**src/rtl/vport_pkg.sv**
```systemverilog
package vport_pkg;

    localparam int VA_W   = 14;
    localparam int DW     = 8;
    localparam int SEL_W  = 3;
    localparam int HI_W   = VA_W - DW;
    localparam int STEP_BIT = 2;

    localparam logic [SEL_W-1:0] SEL_CTRL   = 3'd0;
    localparam logic [SEL_W-1:0] SEL_STATUS = 3'd1;
    localparam logic [SEL_W-1:0] SEL_SCROLL = 3'd2;
    localparam logic [SEL_W-1:0] SEL_ADDR   = 3'd3;
    localparam logic [SEL_W-1:0] SEL_DATA   = 3'd4;

    typedef struct packed {
        logic ctrl_wr;
        logic scroll_wr;
        logic addr_wr;
        logic data_wr;
        logic status_rd;
        logic data_rd;
    } strobe_t;

    typedef struct packed {
        logic [VA_W-1:0] ptr;
        logic [HI_W-1:0] hi;
        logic            tog;
        logic            big;
        logic [DW-1:0]   sx;
        logic [DW-1:0]   sy;
        logic            rv;
        logic            rw;
        logic [VA_W-1:0] ra;
        logic [DW-1:0]   rdat;
    } port_state_t;

endpackage

```
**src/rtl/vport_decode.sv**
```systemverilog
module vport_decode
    import vport_pkg::*;
(
    input  logic [SEL_W-1:0] sel,
    input  logic             wr,
    input  logic             rd,
    output strobe_t          stb
);
    logic rd_only;

    always_comb begin
        rd_only       = rd && !wr;
        stb           = '0;
        stb.ctrl_wr   = wr && (sel == SEL_CTRL);
        stb.scroll_wr = wr && (sel == SEL_SCROLL);
        stb.addr_wr   = wr && (sel == SEL_ADDR);
        stb.data_wr   = wr && (sel == SEL_DATA);
        stb.status_rd = rd_only && (sel == SEL_STATUS);
        stb.data_rd   = rd_only && (sel == SEL_DATA);
    end
endmodule

```
**src/rtl/vport_step.sv**
```systemverilog
module vport_step #(
    parameter int ADDR_W   = 14,
    parameter int ROW_STEP = 32
) (
    input  logic [ADDR_W-1:0] ptr,
    input  logic              big,
    output logic [ADDR_W-1:0] nxt
);
    localparam logic [ADDR_W-1:0] INC_SMALL = ADDR_W'(1);
    localparam logic [ADDR_W-1:0] INC_BIG   = ADDR_W'(ROW_STEP);

    always_comb begin
        nxt = ptr + (big ? INC_BIG : INC_SMALL);
    end
endmodule

```
**src/rtl/vram_port.sv**
```systemverilog
module vram_port
    import vport_pkg::*;
#(
    parameter int ROW_STEP = 32
) (
    input  logic             clk,
    input  logic             rst,
    input  logic [SEL_W-1:0] bus_sel,
    input  logic             bus_wr,
    input  logic             bus_rd,
    input  logic [DW-1:0]    bus_wdata,
    output logic             vreq_valid,
    output logic             vreq_write,
    output logic [VA_W-1:0]  vreq_addr,
    output logic [DW-1:0]    vreq_data,
    output logic [VA_W-1:0]  vptr,
    output logic             wtoggle,
    output logic [DW-1:0]    scroll_x,
    output logic [DW-1:0]    scroll_y
);
    port_state_t     st_d, st_q;
    strobe_t         stb;
    logic [VA_W-1:0] ptr_inc;

    vport_decode i_decode (
        .sel (bus_sel),
        .wr  (bus_wr),
        .rd  (bus_rd),
        .stb (stb)
    );

    vport_step #(
        .ADDR_W   (VA_W),
        .ROW_STEP (ROW_STEP)
    ) i_step (
        .ptr (st_q.ptr),
        .big (st_q.big),
        .nxt (ptr_inc)
    );

    always_comb begin
        st_d      = st_q;
        st_d.rv   = 1'b0;
        st_d.rw   = 1'b0;
        st_d.ra   = '0;
        st_d.rdat = '0;

        if (stb.ctrl_wr) begin
            st_d.big = bus_wdata[STEP_BIT];
        end

        if (stb.scroll_wr) begin
            if (st_q.tog) st_d.sy = bus_wdata;
            else          st_d.sx = bus_wdata;
            st_d.tog = ~st_q.tog;
        end

        if (stb.addr_wr) begin
            if (st_q.tog) st_d.ptr = {st_q.hi, bus_wdata};
            else          st_d.hi  = bus_wdata[HI_W-1:0];
            st_d.tog = ~st_q.tog;
        end

        if (stb.data_wr || stb.data_rd) begin
            st_d.rv   = 1'b1;
            st_d.rw   = stb.data_wr;
            st_d.ra   = st_q.ptr;
            st_d.rdat = stb.data_wr ? bus_wdata : '0;
            st_d.ptr  = ptr_inc;
        end

        if (stb.status_rd) begin
            st_d.tog = 1'b0;
        end
    end

    always_ff @(posedge clk) begin
        if (rst) st_q <= '0;
        else     st_q <= st_d;
    end

    assign vreq_valid = st_q.rv;
    assign vreq_write = st_q.rw;
    assign vreq_addr  = st_q.ra;
    assign vreq_data  = st_q.rdat;
    assign vptr       = st_q.ptr;
    assign wtoggle    = st_q.tog;
    assign scroll_x   = st_q.sx;
    assign scroll_y   = st_q.sy;

    // state is cleared one edge after reset is sampled
    assert_reset_clear_R1: assert property (@(posedge clk)
        rst |=> (vptr == '0 && !wtoggle && !vreq_valid && scroll_x == '0 && scroll_y == '0));

    // second address byte lands in the low part and returns the flag to first
    assert_addr_low_R2: assert property (@(posedge clk) disable iff (rst)
        (bus_wr && bus_sel == SEL_ADDR && wtoggle) |=>
            (vptr[DW-1:0] == $past(bus_wdata) && !wtoggle));

    // a data write yields a write request with the old pointer and the byte
    assert_write_req_R3: assert property (@(posedge clk) disable iff (rst)
        (bus_wr && bus_sel == SEL_DATA) |=>
            (vreq_valid && vreq_write && vreq_addr == $past(vptr) && vreq_data == $past(bus_wdata)));

    // the pointer beside a request is the request address plus the step
    assert_step_size_R4: assert property (@(posedge clk) disable iff (rst)
        vreq_valid |-> (vptr == vreq_addr + (st_q.big ? VA_W'(ROW_STEP) : VA_W'(1))));

    // scroll writes invert the shared flag
    assert_scroll_flip_R6: assert property (@(posedge clk) disable iff (rst)
        (bus_wr && bus_sel == SEL_SCROLL) |=> (wtoggle != $past(wtoggle)));

    // status read returns the flag to first
    assert_status_clear_R7: assert property (@(posedge clk) disable iff (rst)
        (bus_rd && !bus_wr && bus_sel == SEL_STATUS) |=> !wtoggle);

    // data reads leave the flag alone
    assert_read_flag_R8: assert property (@(posedge clk) disable iff (rst)
        (bus_rd && !bus_wr && bus_sel == SEL_DATA) |=>
            (vreq_valid && !vreq_write && wtoggle == $past(wtoggle)));
endmodule

```
**config.mk**
```make
export PLATFORM = sky130hd
export DESIGN_NAME = vram_port
export DESIGN_NICKNAME = d
export VERILOG_FILES = /design/src/rtl/vport_pkg.sv /design/src/rtl/vport_decode.sv /design/src/rtl/vport_step.sv /design/src/rtl/vram_port.sv
export SDC_FILE = /design/constraint.sdc
export NUM_CORES = 1
export LEC_CHECK = 0
export ABC_CLOCK_PERIOD_IN_PS = 2300
export BUFFER_PORTS_ARGS = -buffer_cell sky130_fd_sc_hd__buf_2
export CAP_MARGIN = 30
export CORE_ASPECT_RATIO = 2
export CORE_MARGIN = 10
export CORE_UTILIZATION = 53
export CTS_CLUSTER_SIZE = 20
export DETAILED_ROUTE_END_ITERATION = 10
export GPL_ROUTABILITY_DRIVEN = 0
export PLACE_DENSITY = 0.79
export SYNTH_ARGS = -nofsm -noshare
export SYNTH_HDL_FRONTEND = slang
export SYNTH_SLANG_ARGS = --single-unit
```
**constraint.sdc**
```tcl
create_clock -name clk -period 2.3 [get_ports clk]
set_input_delay 0.115 -clock clk [delete_from_list [all_inputs] [get_ports clk]]
set_output_delay 0.115 -clock clk [all_outputs]
set_load 0.05 [all_outputs]
```
-- After elaboration in Yosys (flattened, before gate mapping)
Cells that the tools add are included.
Widths: inputs -> output; s select.
- $add $sub $neg: 1
- eq/ne operators: 4
- muxes and demuxes: 8
- bitwise gates (word level): 3
- reductions and logical operators: 20
- operator list (kind ; count):
    $mux 14 ; 2
    $mux 24 ; 1
    $mux 21 ; 1
    $add 14x14->14 ; 1
    $mux 6 ; 2
    $mux 8 ; 1
    $reduce_and 2->1 ; 4
    $logic_and 1x1->1 ; 7
    $eq 3x2->1 const B ; 2
    $reduce_bool 2->1 ; 3
    $reduce_or 2->1 ; 2
    $eq 3x1->1 const B ; 1
    $eq 3x3->1 const B ; 1
    $logic_not 3->1 ; 1
    $not 1->1 ; 3
    $reduce_or 3->1 ; 1
    $logic_not 1->1 ; 1
    $logic_or 1x1->1 ; 1
    $mux 1 ; 1
- flip-flop bits (word level): 62
- input port bits: 15
- output and inout port bits: 55
- logic and storage cells: 46

-- Depth between registers and ports, before layout
Gate-level depths: netlist of the first run.
- word-level depth: 6
- mapped depth: 7
- mapped depth without buffers: 7

-- Modules after synthesis
A second synthesis of the first run with hierarchy kept.
- cell total of the unflattened synthesis: 351
- area, all modules: 3154.3 sq um
- modules (own cells, without submodules) (module ; times used ; cells an instance ; area each (sq um) ; sequential area each (sq um)):
    vram_port ; 1 ; 284 ; 2676.3 ; 1241.2
    vport_step ; 1 ; 60 ; 395.4 ; 0.0
    vport_decode ; 1 ; 7 ; 82.6 ; 0.0

-- Least setup slack after synthesis of the first run
No wires, ideal clock.
- path type: register to register
- start: reg st_q, in the netlist vptr[0]
- end: reg st_q, in the netlist vptr[12]
- library setup time: 0.074 ns
- arrival: 1.575 ns
- data required time: 2.226 ns
- slack: 0.651 ns
- stages on the path, launching flop included: 6
- path buffers: 0
- clock period less this slack: 1.649 ns
- path through: dfxtp_1 > ha_1 > ha_1 > a41oi_4 > or4_1 > a31oi_1
- longest elaborated chain between the ends: 2
- RTL lines (what ; line ; source):
    start: declaration ; vram_port.sv:21 ; port_state_t st_d, st_q;
    start signal: assignment ; vram_port.sv:79 ; else st_q <= st_d;
    $add 14x14->14 ; vport_step.sv:13 ; nxt = ptr + (big ? INC_BIG : INC_SMALL);
    $mux 14 ; vram_port.sv:64 ; if (stb.data_wr || stb.data_rd) begin
Every way passes these cells.
A chain may end at the register's enable or synchronous reset.

-- Final worst setup path of the first run
- start: reg st_q[40] in the netlist's numbering
- end: reg st_q, in the netlist vptr[9]
- longest elaborated chain between the ends: 3
- RTL lines (what ; line):
    $mux 6 ; vport_step.sv:13
    $add 14x14->14 ; vport_step.sv:13
    $mux 14 ; vram_port.sv:64
Every way passes these cells.

==> impl_results.html, run 1 <==
<table>
<tr><th>Metric</th><th>Value</th></tr>
<tr><th colspan="2">Worst setup path</th></tr>
<tr><td>Critical Path Max Stage Delay</td><td>490 ps</td></tr>
<tr><td>Crit start category</td><td>register</td></tr>
<tr><td>Total buffers and inverters traversed by the critical path</td><td>1</td></tr>
<tr><td>Slowest cell on the critical path</td><td>sky130_fd_sc_hd__a31oi_1</td></tr>
<tr><td>Critical path capture point type</td><td>register</td></tr>
<tr><td>Critical path class</td><td>register to register</td></tr>
<tr><td>Arrival time reported for the critical path endpoint</td><td>a little over 2000 ps</td></tr>
<tr><td>Kind of cell adding the most delay to the critical path</td><td>compound AO/OA/AOI/OAI gates</td></tr>
<tr><td>Max FO, Critical Path</td><td>7</td></tr>
<tr><td>Required time reported for the critical path endpoint</td><td>between 2000 and 3000 ps</td></tr>
<tr><td>Series of cell instances along the critical path</td><td>inv_1, ha_1, and3_1, a31oi_1, o311ai_0, nor3b_1</td></tr>
<tr><th colspan="2">Placement</th></tr>
<tr><td>Number of I/O port buffers</td><td>69</td></tr>
<tr><td>Placement Setup Slack</td><td>511 ps</td></tr>
<tr><td>Estimated wirelength of the detail-placed design</td><td>around 5.0 mm</td></tr>
<tr><th colspan="2">Synth</th></tr>
<tr><td>Ys flop type</td><td>sky130_fd_sc_hd__dfxtp_1</td></tr>
<tr><td>Count of mapped cells out of synthesis</td><td>slightly above 300</td></tr>
<tr><td>YS warnings</td><td>0</td></tr>
<tr><td>Post-synthesis area per instance</td><td>9.20 um2</td></tr>
<tr><td>Number of distinct standard cells referenced by the synthesized netlist</td><td>43</td></tr>
<tr><td>Net Count, Synth</td><td>between 300 and 400</td></tr>
<tr><td>Proportion of synthesized chip area in sequential cells</td><td>between 40% and 50%</td></tr>
<tr><td>Fraction of registers with async set or reset after synthesis</td><td>0%</td></tr>
<tr><td>Number of synthesized flops with an enable pin</td><td>0</td></tr>
<tr><td>Number of flip-flops and latches in the synthesized netlist</td><td>62</td></tr>
<tr><td>Netlist area before placement</td><td>between 0.002 and 0.003 mm2</td></tr>
<tr><th colspan="2">Global routing</th></tr>
<tr><td>Overall fraction of global-route tracks in use</td><td>approximately 15%</td></tr>
<tr><td>Total congestion overflow after global routing</td><td>0</td></tr>
<tr><td>Pin count of the biggest net entering global routing</td><td>25</td></tr>
<tr><td>Global-route wire length before repair</td><td>10.5 mm</td></tr>
<tr><td>Vias in the first global route</td><td>approximately 2,200</td></tr>
<tr><td>Initial antenna violation count</td><td>0</td></tr>
<tr><th colspan="2">Timing</th></tr>
<tr><td>Fin Setup TNS</td><td>0 ps</td></tr>
<tr><td>Worst-case hold slack</td><td>31.2 ps</td></tr>
<tr><td>Clock period minus worst slack</td><td>~1800 ps</td></tr>
<tr><td>Final worst setup slack</td><td>~500 ps</td></tr>
<tr><td>Slew at the pin with the worst max-slew slack</td><td>between 600 and 700 ps</td></tr>
<tr><td>Layout Skew</td><td>roughly 6.4 ps</td></tr>
<tr><td>Final number of hold-violating endpoints</td><td>0</td></tr>
<tr><td>Fin crit share</td><td>about four fifths</td></tr>
<tr><td>Setup-violating endpoint count in the final report</td><td>0</td></tr>
<tr><td>Final Max Slew Viols</td><td>0</td></tr>
<tr><td>RSZ-0062 raised after global routing</td><td>no</td></tr>
<tr><td>Headroom to the max-slew limit</td><td>about 59%</td></tr>
<tr><td>Highest clock frequency the design can meet</td><td>approximately 0.56 GHz</td></tr>
<tr><th colspan="2">Cells and area</th></tr>
<tr><td>Fraction of layout cells with a size suffix above 1</td><td>around 28%</td></tr>
<tr><td>Fraction of the core area covered by cells at the end of the flow</td><td>58.7%</td></tr>
<tr><td>Post-synthesis to final-layout area growth</td><td>6.34%</td></tr>
<tr><td>Commonest cells after routing, fill and taps aside</td><td>sky130_fd_sc_hd__buf_2 (69), sky130_fd_sc_hd__dfxtp_1 (62), sky130_fd_sc_hd__nor2_1 (31)</td></tr>
<tr><td>Final net count</td><td>346</td></tr>
<tr><td>Most common library cell in the layout ignoring fill and taps</td><td>sky130_fd_sc_hd__buf_2</td></tr>
<tr><td>Antenna cells</td><td>0</td></tr>
<tr><th colspan="2">CTS</th></tr>
<tr><td>Post-CTS setup repair buffer count</td><td>0</td></tr>
<tr><td>Clock slew at the register clock pins of the worst setup and hold paths</td><td>60 ps</td></tr>
<tr><td>Buffer depth of the longest clock path</td><td>2</td></tr>
<tr><td>Total clock buffers created by CTS</td><td>9</td></tr>
<tr><td>Clock tree from TritonCTS</td><td>done</td></tr>
<tr><td>Count of cells resized by post-cts repair</td><td>0</td></tr>
<tr><td>Clock latency on the worst-skew pair</td><td>about 340 ps</td></tr>
<tr><td>Count of hold-fix buffers inserted at cts</td><td>0</td></tr>
<tr><td>Root cell of the clock tree</td><td>sky130_fd_sc_hd__clkbuf_8</td></tr>
<tr><td>Max H-tree Level</td><td>3</td></tr>
<tr><td>CTS Sinks</td><td>62</td></tr>
<tr><th colspan="2">Run status</th></tr>
<tr><td>Run status</td><td>complete, no violations</td></tr>
<tr><th colspan="2">Floorplanning</th></tr>
<tr><td>Width of the chip</td><td>72.0 um</td></tr>
<tr><td>Initial Util</td><td>a little under three fifths</td></tr>
<tr><td>IO Pins</td><td>70</td></tr>
<tr><td>Die extent in y</td><td>~120 um</td></tr>
<tr><td>Core ar.</td><td>roughly 0.0052 mm2</td></tr>
<tr><td>Overall die area</td><td>0.00892 mm2</td></tr>
<tr><td>Standard-cell row count</td><td>37</td></tr>
<tr><th colspan="2">Route</th></tr>
<tr><td>DR vias</td><td>around 2,100</td></tr>
<tr><td>DRC Markers</td><td>0</td></tr>
<tr><td>Post-DRT Antenna Nets</td><td>0</td></tr>
<tr><td>Detailed Route WL</td><td>~6.5 mm</td></tr>
<tr><td>Pre-antenna DRT Iters</td><td>4</td></tr>
<tr><td>Number of DRC markers in iteration 0</td><td>between 80 and 90</td></tr>
<tr><td>Number of vias per cell after detailed routing</td><td>roughly 5.4</td></tr>
<tr><td>Routed wirelength normalized by instance count</td><td>between 15 and 20 um</td></tr>
<tr><th colspan="2">Run</th></tr>
<tr><td>Total of max-cap violations</td><td>0</td></tr>
<tr><th colspan="2">Pwr</th></tr>
<tr><td>Leakage power</td><td>0.00137 uW</td></tr>
<tr><td>Power per standard cell area</td><td>between 600 and 700 mW/mm2</td></tr>
<tr><td>Worst supply voltage drop on vdd</td><td>a little under 600 uV</td></tr>
<tr><th colspan="2">Min path</th></tr>
<tr><td>Type of the tightest min-delay check</td><td>input port to register</td></tr>
</table>
## through the flow
step	instances	power (uW)	area, um2
global route	390	2220	3040
global placement	375	1260	2860
CTS	390	2160	3040
finish	390	2130	3040
floorplan	311	1220	2860
detailed placement	375	1260	2860
## kinds of logic (layout without fill, tap and decap cells)
family                   Yosys count  in the layout  synth area share [%]
flip-flops                        62             62                  43.4
AND/OR/NAND/NOR                  108            108                  19.8
AO/OA/AOI/OAI                     35             35                  9.57
buffers and inverters             79            100                  17.5
adder cells (fa/ha/maj)            3              3                  1.31
multiplexers                      24             24                  8.39
## registers in the layout, indices dropped and copies added (netlist names)
signal / cells
vptr: 14
scroll_x: 8
vreq_write: 1
vreq_addr: 14
vreq_valid: 1
vreq_data: 8
wtoggle: 1
st_q: 7
scroll_y: 8
## cell type report
class                   instances  area [um2]
repair buffers                 74         383
well taps                      58        72.6
flip-flops and latches         62        1240
clock buffers                  15         186
inverters                      11        41.3
multi-input cells             170        1120
fillers                       491        2140
## final timing paths
| kind | startpoint | to | slack (ps) | cells after the start |
|---|---|---|---|---|
| setup / recovery | st_q[40] | vptr[9] | 500 | 6 |
| hold / removal | bus_wdata[7] | vreq_data[7] | 30 | 2 |
| setup reg to reg | st_q[40] | vptr[9] | 500 | 6 |
| hold reg to reg | scroll_x[1] | scroll_x[1] | 490 | 2 |
## worst register-to-register path: stages, from the launching register on
cell and delay [ps]:
sky130_fd_sc_hd__dfxtp_1 360, sky130_fd_sc_hd__inv_1 60, sky130_fd_sc_hd__ha_1 200, sky130_fd_sc_hd__and3_1 210
sky130_fd_sc_hd__a31oi_1 490, sky130_fd_sc_hd__o311ai_0 190, sky130_fd_sc_hd__nor3b_1 170
## routing by layer
layer	vias up	global-route usage, %	wire, um
met5	-	0	0
met4	0	7.66	135
met2	60	26.1	3510
met3	12	7.40	446
met1	1002	14.1	2400
li1	1050	-	-
## where the power goes
group	leakage (uW)	switching, uW	internal, uW
Combinational	0.000772	100	41.2
Sequential	0.000501	9.48	1090
Clock	0.0000958	386	504
Total	0.00137	495	1630
## cell usage after synthesis (all sizes together), types with 5 or more instances
cell     n  area share (%)
inv     11             1.4
and3     7             1.5
nor3    18             3.1
nor2    31             4.1
dfxtp   62              43
buf     61              15
clkbuf   7            0.92
and2    11             2.5
o311ai   5             1.5
o21ai    9             1.6
mux2i   24             8.4
nand2   14             1.8
nand3    6             1.0
nor3b    6             1.7
(Power assumes the default switching activity.)
==> run 2: changes to the inputs <==
Settings changed: ABC_CLOCK_PERIOD_IN_PS 2300 to 1580, CORE_UTILIZATION 53 to 48, PLACE_DENSITY 0.79 to 0.76.
Clock period 2.3 ns to 1.58 ns, I/O delays scaled along.
==> run 2 against run 1 <==
Non-clock buffer count up 26. Highest routed layer unchanged. Clock-buffer cell count down 5. Via count up 11%. First-iteration DRC count up 91%. Clock power up 120%. Largest power group is now clock. Hold slack worse by 7.0 ps.
==> impl_results.html, run 2 (synthesis results as in run 1) <==
<table>
<tr><th>Metric</th><th>Value</th></tr>
<tr><th colspan="2">Pwr</th></tr>
<tr><td>Leakage power</td><td>0.00162 uW (was 0.00137 uW)</td></tr>
<tr><td>Power per standard cell area</td><td>1080 mW/mm2 (was 699 mW/mm2)</td></tr>
<tr><td>Worst supply voltage drop on vdd</td><td>715 uV (was 582 uV)</td></tr>
<tr><th colspan="2">Min path</th></tr>
<tr><td>Type of the tightest min-delay check</td><td>input port to register (unchanged)</td></tr>
<tr><td>Hold path startpoint</td><td>bus_wdata[6] (was bus_wdata[7])</td></tr>
<tr><td>Worst Hold Depth</td><td>2 (unchanged)</td></tr>
<tr><td>Hold-critical path endpoint</td><td>vreq_data[6] (was vreq_data[7])</td></tr>
<tr><th colspan="2">Cells and area</th></tr>
<tr><td>Final net count</td><td>372 (was 346)</td></tr>
<tr><td>Final instance area</td><td>0.00347 mm2 (was 0.00304 mm2)</td></tr>
<tr><td>Footprint of the flip-flops and latches</td><td>0.00124 mm2 (about the same)</td></tr>
<tr><td>Most common library cell in the layout ignoring fill and taps</td><td>sky130_fd_sc_hd__buf_2 (unchanged)</td></tr>
<tr><td>Antenna cells</td><td>0 (unchanged)</td></tr>
<tr><td>Number of inserted filler cells in the final layout</td><td>503 (was 491)</td></tr>
<tr><td>Commonest cells after routing, fill and taps aside</td><td>sky130_fd_sc_hd__buf_2 (69), sky130_fd_sc_hd__dfxtp_1 (59), sky130_fd_sc_hd__nor2_1 (31) (was sky130_fd_sc_hd__buf_2 (69), sky130_fd_sc_hd__dfxtp_1 (62), sky130_fd_sc_hd__nor2_1 (31))</td></tr>
<tr><td>Final std cells w/o fill</td><td>420 (was 390)</td></tr>
<tr><td>Fraction of layout cells with a size suffix above 1</td><td>39.3% (was 28.3%)</td></tr>
<tr><td>Fraction of the core area covered by cells at the end of the flow</td><td>60.3% (was 58.7%)</td></tr>
<tr><td>Area of combinational cells with multiple inputs</td><td>0.00123 mm2 (was 0.00112 mm2)</td></tr>
<tr><td>Post-synthesis to final-layout area growth</td><td>21.2% (was 6.34%)</td></tr>
<tr><th colspan="2">CTS</th></tr>
<tr><td>Clock latency on the worst-skew pair</td><td>320 ps (was 340 ps)</td></tr>
<tr><td>Max H-tree Level</td><td>3 (unchanged)</td></tr>
<tr><td>Root cell of the clock tree</td><td>sky130_fd_sc_hd__clkbuf_16 (was sky130_fd_sc_hd__clkbuf_8)</td></tr>
<tr><td>CTS Sinks</td><td>62 (unchanged)</td></tr>
<tr><td>Count of hold-fix buffers inserted at cts</td><td>0 (unchanged)</td></tr>
<tr><td>Buffer depth of the longest clock path</td><td>2 (unchanged)</td></tr>
<tr><td>Clock tree from TritonCTS</td><td>done (unchanged)</td></tr>
<tr><td>Total clock buffers created by CTS</td><td>9 (unchanged)</td></tr>
<tr><td>Clock slew at the register clock pins of the worst setup and hold paths</td><td>50 ps (was 60 ps)</td></tr>
<tr><th colspan="2">Floorplanning</th></tr>
<tr><td>IO Pins</td><td>70 (unchanged)</td></tr>
<tr><td>Die extent in y</td><td>129 um (was 124 um)</td></tr>
<tr><td>Core ar.</td><td>0.00576 mm2 (was 0.00518 mm2)</td></tr>
<tr><td>Overall die area</td><td>0.00964 mm2 (was 0.00892 mm2)</td></tr>
<tr><td>Standard-cell row count</td><td>39 (was 37)</td></tr>
<tr><td>Width of the chip</td><td>74.6 um (was 72.0 um)</td></tr>
<tr><td>Initial Util</td><td>49.7% (was 55.2%)</td></tr>
<tr><th colspan="2">Route</th></tr>
<tr><td>Detailed Route WL</td><td>7.31 mm (was 6.50 mm)</td></tr>
<tr><td>Post-DRT Antenna Nets</td><td>0 (unchanged)</td></tr>
<tr><td>Number of DRC markers in iteration 0</td><td>157 (was 82)</td></tr>
<tr><td>Pre-antenna DRT Iters</td><td>5 (was 4)</td></tr>
<tr><td>DRC Markers</td><td>0 (unchanged)</td></tr>
<tr><td>DR vias</td><td>2,358 (was 2,124)</td></tr>
<tr><td>Routed wirelength normalized by instance count</td><td>17.4 um (was 16.7 um)</td></tr>
<tr><td>Number of vias per cell after detailed routing</td><td>5.61 (was 5.45)</td></tr>
<tr><th colspan="2">Placement</th></tr>
<tr><td>Placed instance count</td><td>403 (was 375)</td></tr>
<tr><td>Placement-stage cell area</td><td>0.00306 mm2 (was 0.00286 mm2)</td></tr>
<tr><td>Estimated wirelength of the detail-placed design</td><td>5.54 mm (was 4.95 mm)</td></tr>
<tr><td>Number of I/O port buffers</td><td>69 (unchanged)</td></tr>
<tr><th colspan="2">Timing</th></tr>
<tr><td>Final number of hold-violating endpoints</td><td>0 (unchanged)</td></tr>
<tr><td>Headroom to the max-slew limit</td><td>72.7% (was 58.6%)</td></tr>
<tr><td>Worst-case hold slack</td><td>24.3 ps (was 31.2 ps)</td></tr>
<tr><td>Fin crit share</td><td>98.1% (was 78.2%)</td></tr>
<tr><td>Layout Skew</td><td>5.22 ps (was 6.35 ps)</td></tr>
<tr><td>Setup-violating endpoint count in the final report</td><td>0 (unchanged)</td></tr>
<tr><td>Highest clock frequency the design can meet</td><td>0.645 GHz (was 0.556 GHz)</td></tr>
<tr><td>Clock period minus worst slack</td><td>1550 ps (was 1800 ps)</td></tr>
<tr><td>Final Max Slew Viols</td><td>0 (unchanged)</td></tr>
<tr><td>Slew at the pin with the worst max-slew slack</td><td>409 ps (was 619 ps)</td></tr>
<tr><th colspan="2">Global routing</th></tr>
<tr><td>Pin count of the biggest net entering global routing</td><td>31 (was 25)</td></tr>
<tr><td>Total congestion overflow after global routing</td><td>0 (unchanged)</td></tr>
<tr><td>Vias in the first global route</td><td>2,352 (was 2,156)</td></tr>
<tr><td>Overall fraction of global-route tracks in use</td><td>15.9% (was 15.0%)</td></tr>
<tr><td>Initial antenna violation count</td><td>0 (unchanged)</td></tr>
<tr><td>Global-route wire length before repair</td><td>11.7 mm (was 10.5 mm)</td></tr>
<tr><th colspan="2">Run status</th></tr>
<tr><td>Run status</td><td>complete, no violations (unchanged)</td></tr>
<tr><th colspan="2">Worst setup path</th></tr>
<tr><td>Required time reported for the critical path endpoint</td><td>1830 ps (was 2530 ps)</td></tr>
<tr><td>Number of cells traversed by the worst register-to-register path</td><td>7 (was 6)</td></tr>
<tr><td>Startpoint of the most critical register-to-register path</td><td>st_q[40] (unchanged)</td></tr>
<tr><td>Critical path capture point type</td><td>register (unchanged)</td></tr>
<tr><td>Max FO, Critical Path</td><td>7 (unchanged)</td></tr>
<tr><td>Reg-to-Reg End</td><td>vptr[10] (was vptr[9])</td></tr>
<tr><td>Crit start category</td><td>register (unchanged)</td></tr>
<tr><td>Arrival time reported for the critical path endpoint</td><td>1800 ps (was 2030 ps)</td></tr>
<tr><td>Register-to-register setup slack</td><td>30 ps (was 500 ps)</td></tr>
<tr><td>Critical path class</td><td>register to register (unchanged)</td></tr>
<tr><th colspan="2">Run</th></tr>
<tr><td>Total of max-cap violations</td><td>0 (unchanged)</td></tr>
</table>
## run 2: critical path: stages, from the launching register on
cell                       delay [ps]
sky130_fd_sc_hd__dfxtp_2          340
sky130_fd_sc_hd__inv_2             60
sky130_fd_sc_hd__ha_4             140
sky130_fd_sc_hd__ha_4             150
sky130_fd_sc_hd__a41oi_4          130
sky130_fd_sc_hd__buf_6            170
sky130_fd_sc_hd__o311ai_4         270
sky130_fd_sc_hd__nor3b_2          210
## run 2: routing by layer
layer / up-vias / track usage, % / part of all wire (%)
li1: 1108 / - / -
met1: 1125 / 15.3 / 35
met2: 96 / 29.3 / 56
met3: 29 / 3.67 / 4.9
met4: 0 / 9.08 / 4.0
met5: - / 0 / 0
## run 2: how the worst max path moves through the flow
stage                   from       end  slack [ps]  cells past startpoint
floorplan            vptr[0]  vptr[12]         -10                      5
global placement    st_q[40]  vptr[12]          30                      6
detailed placement  st_q[40]  vptr[10]         -60                      7
CTS                  vptr[5]  vptr[12]           9                      4
global route        st_q[40]  vptr[10]         -10                      7
finish              st_q[40]  vptr[10]          30                      7
## run 2: timing repair
| action | CTS | global route |
|---|---|---|
| setup buffers | 0 | 1 |
| pin swaps | 0 | 2 |
| resized for setup | 5 | 18 |
| hold endpoints to repair | 0 | 0 |
| endpoints found under the setup margin | 6 | 8 |
## run 2: stage by stage
stage | power (uW) | TNS, ps | setup WS [ps]
after floorplan | 1780 | -11.7 | -11.7
after global placement | 1860 | 0 | 34.0
after detailed placement | 1860 | -176 | -59.7
after CTS | 3790 | 0 | 9.33
after global routing | 3880 | -14.7 | -10.8
final | 3760 | 0 | 30.5
## run 2: report_power, final
group | internal [uW] | total [uW] | switching, uW
Clock | 1250 | 1920 | 667
Sequential | 1580 | 1600 | 12.9
Combinational | 80.2 | 240 | 160
Total | 2920 | 3760 | 840
## run 2: area by class of cell
class	count	share of cell area [%]
clock buffers	10	6.89
well taps	61	2.20
repair buffers	100	16.8
inverters	11	1.19
clock inverters	6	1.77
flip-flops and latches	62	35.9
multi-input cells	170	35.3
